===== config.mk =====
export PLATFORM = sky130hd
export DESIGN_NAME = wbus_regset
export DESIGN_NICKNAME = d
export VERILOG_FILES = /design/src/rtl/wbus_pkg.sv /design/src/rtl/wbus_cell.sv /design/src/rtl/wbus_drive.sv /design/src/rtl/wbus_merge.sv /design/src/rtl/wbus_regset.sv
export SDC_FILE = /design/constraint.sdc
export NUM_CORES = 1
export LEC_CHECK = 0
export ABC_CLOCK_PERIOD_IN_PS = 2350
export BUFFER_PORTS_ARGS = -buffer_cell sky130_fd_sc_hd__buf_2
export CAP_MARGIN = 25
export CORE_UTILIZATION = 56
export CTS_BUF_LIST = sky130_fd_sc_hd__clkbuf_8 sky130_fd_sc_hd__clkbuf_16
export DETAILED_ROUTE_END_ITERATION = 8
export PLACE_DENSITY = 0.76
export SETUP_SLACK_MARGIN = 0.05
export SYNTH_ARGS = -nofsm -noshare
export SYNTH_HDL_FRONTEND = slang
export SYNTH_SLANG_ARGS = --single-unit

===== constraint.sdc =====
create_clock -name clk -period 2.35 [get_ports clk]
set_clock_uncertainty 0.1 [all_clocks]
set_input_delay 0.235 -clock clk [delete_from_list [all_inputs] [get_ports clk]]
set_output_delay 0.235 -clock clk [all_outputs]
set_load 0.05 [all_outputs]

===== src/rtl/wbus_pkg.sv =====
package wbus_pkg;
    localparam int unsigned WBUS_WIDTH_DEF = 16;
    localparam int unsigned WBUS_NREG_DEF  = 4;
    localparam int unsigned WBUS_CMP_DEF   = 3;
endpackage


===== src/rtl/wbus_cell.sv =====
module wbus_cell #(
    parameter int unsigned WIDTH = 16
) (
    input  logic             clk,
    input  logic             rst_n,
    input  logic             clr_i,
    input  logic             wr_i,
    input  logic [WIDTH-1:0] bus_i,
    output logic [WIDTH-1:0] val_o
);
    logic [WIDTH-1:0] word_q;

    always_ff @(posedge clk) begin
        if (!rst_n) begin
            word_q <= '0;
        end else if (clr_i) begin
            word_q <= '0;
        end else if (wr_i) begin
            word_q <= word_q | bus_i;
        end
    end

    assign val_o = word_q;

    // zeroing wins at the edge
    assert_clear_zero_R6: assert property (@(posedge clk) disable iff (!rst_n)
        clr_i |=> (val_o == '0));

    // load merges the bus into old contents
    assert_merge_load_R7: assert property (@(posedge clk) disable iff (!rst_n)
        (wr_i && !clr_i) |=> (((val_o & $past(bus_i)) == $past(bus_i)) &&
                              ((val_o & $past(val_o)) == $past(val_o))));

    // hold with no strobe
    assert_hold_R9: assert property (@(posedge clk) disable iff (!rst_n)
        (!wr_i && !clr_i) |=> $stable(val_o));
endmodule


===== src/rtl/wbus_drive.sv =====
module wbus_drive #(
    parameter int unsigned WIDTH = 16
) (
    input  logic [WIDTH-1:0] val_i,
    input  logic             rd_i,
    input  logic             rdc_i,
    output logic [WIDTH-1:0] drv_o
);
    always_comb begin
        drv_o = '0;
        if (rd_i)  drv_o = drv_o | val_i;
        if (rdc_i) drv_o = drv_o | ~val_i;
    end
endmodule


===== src/rtl/wbus_merge.sv =====
module wbus_merge #(
    parameter int unsigned WIDTH = 16,
    parameter int unsigned NSRC  = 5
) (
    input  logic [NSRC-1:0][WIDTH-1:0] drv_i,
    output logic [WIDTH-1:0]           bus_o
);
    always_comb begin
        bus_o = '0;
        for (int s = 0; s < NSRC; s++) begin
            bus_o = bus_o | drv_i[s];
        end
    end
endmodule


===== src/rtl/wbus_regset.sv =====
module wbus_regset #(
    parameter int unsigned WIDTH   = wbus_pkg::WBUS_WIDTH_DEF,
    parameter int unsigned NREG    = wbus_pkg::WBUS_NREG_DEF,
    parameter int unsigned CMP_IDX = wbus_pkg::WBUS_CMP_DEF
) (
    input  logic             clk,
    input  logic             rst_n,
    input  logic [NREG-1:0]  clr_stb,
    input  logic [NREG-1:0]  wr_stb,
    input  logic [NREG-1:0]  rd_stb,
    input  logic             rd_cmp_stb,
    input  logic [WIDTH-1:0] src_i,
    output logic [WIDTH-1:0] bus_o
);
    localparam int unsigned NSRC = NREG + 1;

    logic [NREG-1:0][WIDTH-1:0] cell_val;
    logic [NSRC-1:0][WIDTH-1:0] drv;
    logic [WIDTH-1:0]           bus;

    for (genvar i = 0; i < NREG; i++) begin : g_reg
        logic rdc;
        if (i == CMP_IDX) begin : g_cmp
            assign rdc = rd_cmp_stb;
        end else begin : g_plain
            assign rdc = 1'b0;
        end

        wbus_cell #(.WIDTH(WIDTH)) cell_i (
            .clk   (clk),
            .rst_n (rst_n),
            .clr_i (clr_stb[i]),
            .wr_i  (wr_stb[i]),
            .bus_i (bus),
            .val_o (cell_val[i])
        );

        wbus_drive #(.WIDTH(WIDTH)) drive_i (
            .val_i (cell_val[i]),
            .rd_i  (rd_stb[i]),
            .rdc_i (rdc),
            .drv_o (drv[i])
        );

        // every driving register is contained in the bus
        assert_rd_in_bus_R4: assert property (@(posedge clk) disable iff (!rst_n)
            rd_stb[i] |-> ((bus & cell_val[i]) == cell_val[i]));
    end

    assign drv[NREG] = src_i;

    wbus_merge #(.WIDTH(WIDTH), .NSRC(NSRC)) merge_i (
        .drv_i (drv),
        .bus_o (bus)
    );

    assign bus_o = bus;

    // quiet bus
    assert_quiet_bus_R2: assert property (@(posedge clk) disable iff (!rst_n)
        ((rd_stb == '0) && !rd_cmp_stb && (src_i == '0)) |-> (bus_o == '0));

    // inverse drive contained in the bus
    assert_cmp_in_bus_R5: assert property (@(posedge clk) disable iff (!rst_n)
        rd_cmp_stb |-> ((bus & ~cell_val[CMP_IDX]) == ~cell_val[CMP_IDX]));

    // external source contained in the bus
    assert_src_in_bus_R4: assert property (@(posedge clk) disable iff (!rst_n)
        ((bus_o & src_i) == src_i));
endmodule


==> results by group <==
Clocking
  • # H-tree levels: 3
  • Worst-skew pair later-pin latency: around 0.33 ns
  • Clock sink count: 64
  • Clock transition at the registers of the reported paths: 0.06 ns
  • CTS Buf Count: 9
  • CTS tree: yes
  • CTS Hold Bufs: 0
  • Root Driver: clkbuf_8
  • Setup bufs post-CTS: 0
  • Clock Path Buffers: 2
  • Post-CTS sizing: 0

Power
  • Peak supply drop: roughly 0.5 mV
  • Pwr/cell area: 712 nW/um2
  • LEAKAGE: around 1.3 nW
  • Total Power: around 2.5 mW

Global routing
  • First-pass GRT wire length: 13.0 mm
  • Overall routing resource usage: 0.284
  • Met2 Track Usage GR: 0.465
  • Largest net degree at the start of global routing: 30
  • Met3 Use GR: 0.0731
  • Grt peak-use layer: met2
  • Total gr overflow: 0
  • Number of global-route vias before repair: between 2000 and 3000
  • Met1 usage: 0.366
  • Initial antenna violation count: 0

Final layout
  • Final nets: approximately 430
  • Ant diodes: 0
  • Fill cells: 431
  • Fraction of layout cells with a size suffix above 1: 0.187
  • Design Area, Final: between 3000 and 4000 um2
  • Final Util: 0.663
  • Max reg flops: 64
  • Area grow syn2layout: 12.5%

Timing
  • Max Slew Vio Count: 0
  • Max Freq: 536 MHz
  • Final TNS setup: 0 ns
  • RSZ-0062 raised after global routing: false
  • Minimum clock period: between 1.5 and 2 ns
  • Period utilization: 0.794
  • Relative slew slack: 0.560
  • Final setup fails: 0
  • Worst Tran Pin Value: around 0.66 ns
  • Fin. Hold Viols: 0

Synthesis
  • Post-synthesis xor/xnor area fraction: 0
  • Synth cell types: 27
  • Seq/Total Area, Yosys: 0.417
  • Total of warnings raised by yosys: 0
  • Main combinational cell family by area after synthesis: compound AO/OA/AOI/OAI gates
  • Top_reg_cell synth: dfxtp_1
  • Synthesized area per cell: ~8.4 um2
  • Post-synth EDFFs: 0
  • #FFs+latches synth: 64
  • Post-synthesis mux area share: 0.0273
  • Post-Synthesis Cells: 366
  • Synth Area in Compound Gates: 0.395
  • Simple-Gate Fraction of Synth Area: 0.113
  • Mapped Nets: 397
  • Post-synth ARST share: 0
  • Post-Synth Adder-Cell Area: 0
  • Mapped cell area: approximately 3100 um2

Worst setup path
  • WP data arrival: 1.53 ns
  • Startpoint Class: register
  • CP max FO: 4
  • Worst setup startpoint: g_reg[2].cell_i.val_o[14]
  • Reg-to-reg startpoint: g_reg[1].cell_i.val_o[9]
  • Data required time of the critical path: 2.02 ns
  • Reg2reg setup slack: roughly 1.1 ns
  • Setup CP Type: register to primary output
  • Crit path capture type: primary output

Routing
  • DR vias: around 2900
  • Total Wirelength: 7.81 mm
  • DR vias/cell: slightly above 6
  • DRT iter0 DRCs: just over 200
  • DR WL/cell: between 15 and 20 um
  • # DRC: 0
  • DRT Pass-1 Iters: 5
  • ANT nets after route: 0

Min path
  • Hold Crit Start: src_i[14]
  • Hold Path Class: input pin to register

Floorplan
  • Initial Utilization: 0.590
  • Die W: approximately 76 um
  • # rows: 26
  • Core region area: approximately 5200 um2
  • Die height: around 76 um
  • # IOs: between 40 and 50
  • Die area: ~5800 um2

Run
  • Max-Cap Viols: 0

Placement
  • RePlAce Congestion: a little under 0.8
  • Placed Area: 3270 um2
  • IO Port Bufs: 46
  • Detail Placement HPWL: between 4 and 5 mm

Status
  • Status: finished, final reports clean
[where the power goes]
| group | switching, mW | internal [mW] | total, mW | leakage (nW) |
|---|---|---|---|---|
| combinational | 0.275 | 0.131 | 0.405 | 0.657 |
| sequential | 0.0519 | 1.14 | 1.19 | 0.525 |
| clock | 0.403 | 0.460 | 0.863 | 0.103 |
[cell families after synthesis]
group	count (synthesis)
muxes	8
and+or+nand+nor	69
buffers and inverters	29
DFF	64
AOI/OAI and AO/OA	196
[layout by cell type, fill, tap and decap left out, drive strengths merged]
master,synthesis,final
a21oi,65,65
o21ai,64,64
dfxtp,64,64
buf,13,46
nor2,31,31
a31oi,22,22
a22o,15,15
clkbuf,9,12
a211oi,11,11
nand2,10,10
nor2b,8,8
inv,7,8
a221oi,8,8
nor3,5,5
a22oi,5,5
mux2i,5,5
nand3,5,5
and2b,4,4
a21o,3,3
a2111o,3,3
mux2,3,3
nand2b,3,3
nor4,3,3
clkinv,0,3
[per-stage QoR]
step | hold slack [ns] | instances | setup WS [ns]
3_5_place_dp | 0.373 | 460 | 0.493
5_1_grt | 0.0907 | 476 | 0.317
4_1_cts | 0.0695 | 476 | 0.449
3_3_place_gp | 0.362 | 460 | 0.508
6_report | 0.0820 | 476 | 0.485
2_1_floorplan | 0.296 | 366 | 0.708
[cell type report]
cell class              count  area [um2]  share of cell area
clock inverters             4        18.8             0.00543
multi-input cells         273        1640               0.476
flip-flops and latches     64        1280               0.371
inverters                   7        26.3             0.00761
repair buffers             46         230              0.0667
well taps                  70        87.6              0.0254
clock buffers              12         165              0.0478
[routing by layer]
metal  part of all wire  vias to the layer above
met3              0.046                       10
met2               0.49                       81
met5                  0                        -
met4              0.010                        0
li1                   -                     1452
met1               0.46                     1403
[cells in the mapped netlist, drive strengths merged (4+ instances only)]
master	instances	share of area
a211oi	11	0.030
nand2	10	0.012
a221oi	8	0.037
dfxtp	64	0.42
clkbuf	9	0.011
nor3	5	0.016
a22oi	5	0.012
a22o	15	0.043
a21oi	65	0.11
o21ai	64	0.10
and2b	4	0.0098
inv	7	0.0086
nor2b	8	0.016
buf	13	0.027
a31oi	22	0.045
nor2	31	0.038
nand3	5	0.0082
mux2i	5	0.016
[final timing paths]
kind,end,cells after the start
worst min register to register,g_reg[2].cell_i.val_o[5],2
worst min-delay path,g_reg[2].cell_i.val_o[14],3
worst max-delay path,bus_o[14],4
worst max register to register,g_reg[1].cell_i.val_o[9],3
[critical path: stages, from the launching register on]
cell and delay [ns]:
dfxtp_1 0.33, a22o_1 0.21, a211oi_1 0.35, nand2b_1 0.09, buf_2 0.22
No activity file was read; power rests on OpenSTA's default activity.
